[config.mk]
export PLATFORM = sky130hd
export DESIGN_NAME = prg_bank_mapper
export DESIGN_NICKNAME = d
export VERILOG_FILES = /design/src/rtl/prg_map_pkg.sv /design/src/rtl/m2_fall_det.sv /design/src/rtl/reg_addr_decode.sv /design/src/rtl/bank_reg_file.sv /design/src/rtl/prg_bank_mapper.sv
export SDC_FILE = /design/constraint.sdc
export NUM_CORES = 1
export LEC_CHECK = 0
export ABC_AREA = 1
export BUFFER_PORTS_ARGS = -buffer_cell sky130_fd_sc_hd__buf_2
export CORE_UTILIZATION = 41
export CTS_CLUSTER_SIZE = 12
export DETAILED_ROUTE_END_ITERATION = 8
export PLACE_DENSITY_LB_ADDON = 0.08
export SYNTH_ARGS = -nofsm -noshare
export SYNTH_HDL_FRONTEND = slang
export SYNTH_SLANG_ARGS = --single-unit
[constraint.sdc]
create_clock -name clk -period 0.8 [get_ports clk]
set_input_delay 0.04 -clock clk [delete_from_list [all_inputs] [get_ports clk]]
set_output_delay 0.04 -clock clk [all_outputs]
set_load 0.01 [all_outputs]
[src/rtl/prg_map_pkg.sv]
package prg_map_pkg;
    parameter int LO_W    = 4;   // outer bank bits A18..A15
    parameter int HI_W    = 3;   // outer bank bits A21..A19
    parameter int DATA_W  = 4;   // data bits seen by the block
    parameter int GP_W    = 2;   // stored pin register bits
    parameter int FORCE_W = 2;   // low bank bits forced high in reduced mode
    localparam int BANK_W = LO_W + HI_W;

    // register index formed from {A12, A9, A8}
    localparam logic [2:0] IDX_LO   = 3'b100;
    localparam logic [2:0] IDX_PIN  = 3'b101;
    localparam logic [2:0] IDX_HI   = 3'b110;
    localparam logic [2:0] IDX_MODE = 3'b111;

    // mode data bit positions
    localparam int MODE_FULL_BIT = 2;
    localparam int MODE_SWAP_BIT = 0;

    typedef struct packed {
        logic [LO_W-1:0] lo;
        logic [HI_W-1:0] hi;
        logic [GP_W-1:0] pin;
        logic            full;
        logic            swap;
    } bank_state_t;

    function automatic logic [DATA_W-1:0] swap_low_pair(input logic [DATA_W-1:0] v);
        logic [DATA_W-1:0] r;
        r    = v;
        r[0] = v[1];
        r[1] = v[0];
        return r;
    endfunction
endpackage

[src/rtl/m2_fall_det.sv]
module m2_fall_det (
    input  logic clk,
    input  logic rst_n,
    input  logic m2,
    output logic fall
);
    logic m2_d, m2_q;

    always_comb begin
        m2_d = m2;
    end

    always_ff @(posedge clk or negedge rst_n) begin
        if (!rst_n) m2_q <= 1'b0;
        else        m2_q <= m2_d;
    end

    assign fall = m2_q & ~m2;
endmodule

[src/rtl/reg_addr_decode.sv]
module reg_addr_decode (
    input  logic       cpu_a14,
    input  logic       cpu_a13,
    input  logic       cpu_a12,
    input  logic       cpu_a10,
    input  logic       cpu_a9,
    input  logic       cpu_a8,
    input  logic       cpu_rw,
    input  logic       romsel_n,
    input  logic       m2,
    output logic [2:0] idx,
    output logic       wr_ok,
    output logic       rd_pin
);
    import prg_map_pkg::*;
    logic window;

    always_comb begin
        window = romsel_n & cpu_a14 & ~cpu_a13;
        idx    = {cpu_a12, cpu_a9, cpu_a8};
        wr_ok  = window & ~cpu_a10 & ~cpu_rw;
        rd_pin = window & cpu_rw & m2 & (idx == IDX_PIN);
    end
endmodule

[src/rtl/bank_reg_file.sv]
module bank_reg_file
    import prg_map_pkg::*;
(
    input  logic              clk,
    input  logic              rst_n,
    input  logic              wr_stb,
    input  logic [2:0]        idx,
    input  logic [DATA_W-1:0] wdata,
    output logic [BANK_W-1:0] prg_hi,
    output logic              gpio_out
);
    bank_state_t st_d, st_q;
    logic [DATA_W-1:0] stored_v;

    always_comb begin
        st_d     = st_q;
        stored_v = st_q.swap ? swap_low_pair(wdata) : wdata;
        if (wr_stb) begin
            case (idx)
                IDX_LO:   st_d.lo  = stored_v[LO_W-1:0];
                IDX_PIN:  st_d.pin = stored_v[GP_W-1:0];
                IDX_HI:   st_d.hi  = stored_v[HI_W-1:0];
                IDX_MODE: begin
                    st_d.full = wdata[MODE_FULL_BIT];
                    st_d.swap = wdata[MODE_SWAP_BIT];
                end
                default: ;
            endcase
        end
    end

    always_ff @(posedge clk or negedge rst_n) begin
        if (!rst_n) st_q <= '0;
        else        st_q <= st_d;
    end

    logic [LO_W-1:0] lo_eff;
    generate
        if (LO_W > FORCE_W) begin : g_split
            always_comb lo_eff = st_q.full ? st_q.lo
                                           : {st_q.lo[LO_W-1:FORCE_W], {FORCE_W{1'b1}}};
        end else begin : g_all
            always_comb lo_eff = st_q.full ? st_q.lo : {LO_W{1'b1}};
        end
    endgenerate

    assign prg_hi   = {st_q.hi, lo_eff};
    assign gpio_out = st_q.pin[0];
endmodule

[src/rtl/prg_bank_mapper.sv]
module prg_bank_mapper (
    input  logic       clk,
    input  logic       rst_n,
    input  logic       cpu_a14,
    input  logic       cpu_a13,
    input  logic       cpu_a12,
    input  logic       cpu_a10,
    input  logic       cpu_a9,
    input  logic       cpu_a8,
    input  logic       cpu_rw,
    input  logic       romsel_n,
    input  logic       m2,
    input  logic [3:0] cpu_d,
    input  logic       ext_in,
    output logic [6:0] prg_hi,
    output logic       gpio_out,
    output logic       rd_d2,
    output logic       rd_oe
);
    logic       m2_fall;
    logic [2:0] idx;
    logic       wr_ok, rd_pin;

    m2_fall_det u_fall (
        .clk (clk), .rst_n (rst_n), .m2 (m2), .fall (m2_fall)
    );

    reg_addr_decode u_dec (
        .cpu_a14 (cpu_a14), .cpu_a13 (cpu_a13), .cpu_a12 (cpu_a12),
        .cpu_a10 (cpu_a10), .cpu_a9 (cpu_a9), .cpu_a8 (cpu_a8),
        .cpu_rw (cpu_rw), .romsel_n (romsel_n), .m2 (m2),
        .idx (idx), .wr_ok (wr_ok), .rd_pin (rd_pin)
    );

    bank_reg_file u_regs (
        .clk (clk), .rst_n (rst_n), .wr_stb (m2_fall & wr_ok),
        .idx (idx), .wdata (cpu_d), .prg_hi (prg_hi), .gpio_out (gpio_out)
    );

    assign rd_oe = rd_pin;
    assign rd_d2 = rd_pin & ext_in;
endmodule

==> run_summary.xml <==
<?xml version="1.0" encoding="UTF-8"?>
<metrics>
  <group name="drt">
    <metric name="vias_per_cell" unit="">4.70</metric>
    <metric name="wire_length_after_detailed_routing" unit="um">1400</metric>
    <metric name="dr.first_iter.drc_count" unit="">13</metric>
    <metric name="vias" unit="">648</metric>
    <metric name="remaining_antenna_violation_count" unit="">0</metric>
    <metric name="wire_per_inst" unit="um">10.1</metric>
    <metric name="post-route-drc-count" unit="">0</metric>
    <metric name="drtPass1Iterations" unit="">4</metric>
  </group>
  <group name="grt">
    <metric name="initial_antenna_violation_count" unit="">0</metric>
    <metric name="first_global_vias" unit="">557</metric>
    <metric name="grt_first_pass_wirelength" unit="um">2240</metric>
    <metric name="grt_start_max_net_pins" unit="">12</metric>
    <metric name="globalRoute.totalOverflow" unit="">0</metric>
    <metric name="grt_usage" unit="">0.170</metric>
  </group>
  <group name="finish">
    <metric name="postLayoutCoreUtil" unit="">0.611</metric>
    <metric name="mostFrequentLayoutCell" unit="">nand2_1</metric>
    <metric name="post_route_cells_drive_above_1_share" unit="">0.492</metric>
    <metric name="final_net_count" unit="">139</metric>
    <metric name="final_cell_mix" unit="">31 x nand2_1, 24 x buf_2, 11 x buf_4, 11 x dfrtp_1, 9 x nand4_1</metric>
    <metric name="syn2layout_area_growth" unit="%">39.1</metric>
    <metric name="antenna_cells" unit="">0</metric>
    <metric name="final-instance-count-excl-fill" unit="">138</metric>
    <metric name="fillers" unit="">142</metric>
  </group>
  <group name="run_status">
    <metric name="violations" unit="">negative setup slack</metric>
    <metric name="run_status" unit="">complete, but fails checks</metric>
  </group>
  <group name="critical_path">
    <metric name="timing.setup.critical_path_class" unit="">reg2reg</metric>
    <metric name="end_kind" unit="">register</metric>
    <metric name="crit_path_max_fanout" unit="">7</metric>
    <metric name="worst_setup_path_start_kind" unit="">register</metric>
    <metric name="worst_path_max_delay_cell" unit="">dfrtp_1</metric>
    <metric name="cp-startpoint" unit="">u_fall.m2_q</metric>
    <metric name="rr_endpoint" unit="">u_regs.st_q[9]</metric>
    <metric name="setup.reg_to_reg.worst_slack" unit="ns">-0.16</metric>
    <metric name="worstReg2RegStart" unit="">u_fall.m2_q</metric>
    <metric name="arrival_time_at_the_worst_endpoint" unit="ns">1.12</metric>
    <metric name="timing.critical_path.cells" unit="">nand2_2, nor2_4, nand3_2, nand2_1, nand2_1</metric>
    <metric name="worstPathRequired" unit="ns">0.96</metric>
    <metric name="path_common_cell" unit="">nand2_1</metric>
    <metric name="reg2regPathDepth" unit="">5</metric>
    <metric name="crit_path_max_incr_delay" unit="ns">0.34</metric>
  </group>
  <group name="sta">
    <metric name="finalWorstPathRequiredPeriod" unit="ns">0.959</metric>
    <metric name="setup_viol" unit="">18</metric>
    <metric name="final.hold.worst_slack" unit="ns">0.0240</metric>
    <metric name="post-route-period-util" unit="">1.20</metric>
    <metric name="unrepaired_setup_endpoints_after_global_routing" unit="">yes</metric>
    <metric name="fin_tns_setup" unit="ns">-1.75</metric>
    <metric name="worst_slack" unit="ns">-0.159</metric>
    <metric name="final.setup_skew" unit="ns">0.00205</metric>
    <metric name="fmax" unit="MHz">1040</metric>
    <metric name="hold_viol_final" unit="">0</metric>
    <metric name="timing.slew.headroom" unit="">0.821</metric>
    <metric name="worst_margin_slew" unit="ns">0.268</metric>
    <metric name="finalMaxSlewViolations" unit="">0</metric>
  </group>
  <group name="clocking">
    <metric name="clkTransAtPathRegs" unit="ns">0.07</metric>
    <metric name="cts_made_buffers" unit="">3</metric>
    <metric name="clkLatencyLatePin" unit="ns">0.27</metric>
    <metric name="deepest_clock_path_buffer_count" unit="">2</metric>
    <metric name="number_of_h_tree_branching_levels" unit="">1</metric>
    <metric name="clock_tree.root_cell" unit="">clkbuf_4</metric>
    <metric name="sink_count_of_the_clock_tree" unit="">11</metric>
    <metric name="tritoncts" unit="">done</metric>
  </group>
  <group name="yosys">
    <metric name="synth_top_area_share" unit="">0.416</metric>
    <metric name="seq_area_frac_synth" unit="">0.416</metric>
    <metric name="ys_warn_count" unit="">0</metric>
    <metric name="synth_largest_area_cell" unit="">dfrtp_1</metric>
    <metric name="syn-num-nets" unit="">102</metric>
    <metric name="post_synth_instance_area" unit="um^2">662</metric>
    <metric name="syn_inst" unit="">86</metric>
    <metric name="ys_types" unit="">14</metric>
    <metric name="synth_area_per_cell" unit="um^2">7.70</metric>
    <metric name="postSynthRegisterBits" unit="">11</metric>
    <metric name="yosys-top-cells-area" unit="">dfrtp_1 42%, nand2_1 18%, nand4_1 8.5%, buf_4 5.7%, inv_1 4.5%</metric>
  </group>
  <group name="die">
    <metric name="die_height" unit="um">42.2</metric>
    <metric name="num_io_pins" unit="">26</metric>
    <metric name="die_area" unit="um^2">1780</metric>
    <metric name="placeableCoreArea" unit="um^2">1510</metric>
    <metric name="placementRows" unit="">14</metric>
    <metric name="die_width" unit="um">42.2</metric>
    <metric name="start_util" unit="">0.439</metric>
  </group>
  <group name="hold_path">
    <metric name="hold_class" unit="">in2reg</metric>
    <metric name="min_delay_path_depth" unit="">3</metric>
    <metric name="holdPathEnd" unit="">u_regs.st_q[10]</metric>
    <metric name="holdCritStartpoint" unit="">cpu_d[3]</metric>
  </group>
  <group name="run">
    <metric name="max_cap_viol_count" unit="">0</metric>
  </group>
  <group name="place">
    <metric name="numPortBuffers" unit="">25</metric>
    <metric name="place_hpwl" unit="um">1020</metric>
    <metric name="weighted_congestion_at_the_end_of_routability_driven_global_placement" unit="">0.765</metric>
    <metric name="placed_cells_incl_taps" unit="">125</metric>
  </group>
  <group name="pwr">
    <metric name="p_leak" unit="nW">0.517</metric>
    <metric name="vdd_drop_max" unit="mV">0.826</metric>
    <metric name="p_per_area" unit="nW/um^2">1270</metric>
  </group>
</metrics>
==> metrics by stage <==
| step | setup WS [ns] | instance area [um^2] | total power, mW |
|---|---|---|---|
| after floorplan | -0.0439 | 667 | 0.679 |
| after global placement | -0.136 | 790 | 0.753 |
| after detailed placement | -0.152 | 790 | 0.756 |
| after CTS | -0.162 | 862 | 1.15 |
| after global routing | -0.207 | 921 | 1.21 |
| final | -0.159 | 921 | 1.17 |
==> flip-flops by register name, summed over array words and instances, names as in the netlist <==
register / flops
u_regs.prg_hi: 3
u_regs.st_q: 6
u_fall.m2_q: 1
u_regs.gpio_out: 1
==> power by group <==
part	switching (mW)	leakage (nW)	internal [mW]
clock	0.201	0.0150	0.193
sequential	0.00861	0.150	0.571
combinational	0.108	0.352	0.0904
==> synthesized netlist by cell type (all sizes together) <==
cell / n
inv: 10
nand2: 34
nand4: 9
clkinv: 1
nor2: 7
nand3: 7
dfrtp: 11
buf: 7
==> worst max path at each step <==
stage | slack (ns) | endpoint | depth (start not counted)
after detailed placement | -0.15 | u_regs.prg_hi[4] | 5
after floorplan | -0.04 | u_regs.st_q[10] | 5
final | -0.16 | u_regs.st_q[9] | 5
after global placement | -0.14 | u_regs.prg_hi[4] | 5
after global routing | -0.21 | u_regs.prg_hi[6] | 5
after CTS | -0.16 | u_regs.st_q[9] | 5
==> worst max-delay path: cells and delay by family, from the launching register on <==
kind / cells / cell delay [ns]
and+or+nand+nor: 5 / 0.51
DFF: 1 / 0.34
==> logic make-up after synthesis <==
kind of cell | after synthesis | share of synthesized area
buffers and inverters | 18 | 0.153
DFF | 11 | 0.416
and+or+nand+nor | 57 | 0.431
==> timing repair <==
| item | 4_1_cts | 5_1_grt |
|---|---|---|
| cloned | 0 | 0 |
| hold buffers | 2 | 0 |
| resized for setup | 1 | 10 |
| endpoints found under the setup margin | 19 | 20 |
| pin swaps | 8 | 3 |
| hold endpoints to repair | 12 | 0 |
| setup buffers | 3 | 4 |
==> area by class of cell <==
cell class	instances	area (um^2)	area share
multi-input combinational	57	313	0.340
inverter	11	41.3	0.0448
sequential	11	275	0.299
clock buffer	4	26.3	0.0285
tap	16	20.0	0.0217
timing repair buffer	39	245	0.266
==> metal layers <==
| layer | wire length [um] | share of wire | GRT usage |
|---|---|---|---|
| met3 | 70 | 0.050 | 0.0388 |
| met5 | 0 | 0 | 0 |
| met1 | 627 | 0.45 | 0.208 |
| met2 | 680 | 0.49 | 0.274 |
| met4 | 22 | 0.016 | 0.0938 |
Power figures use the tool's default switching activity.
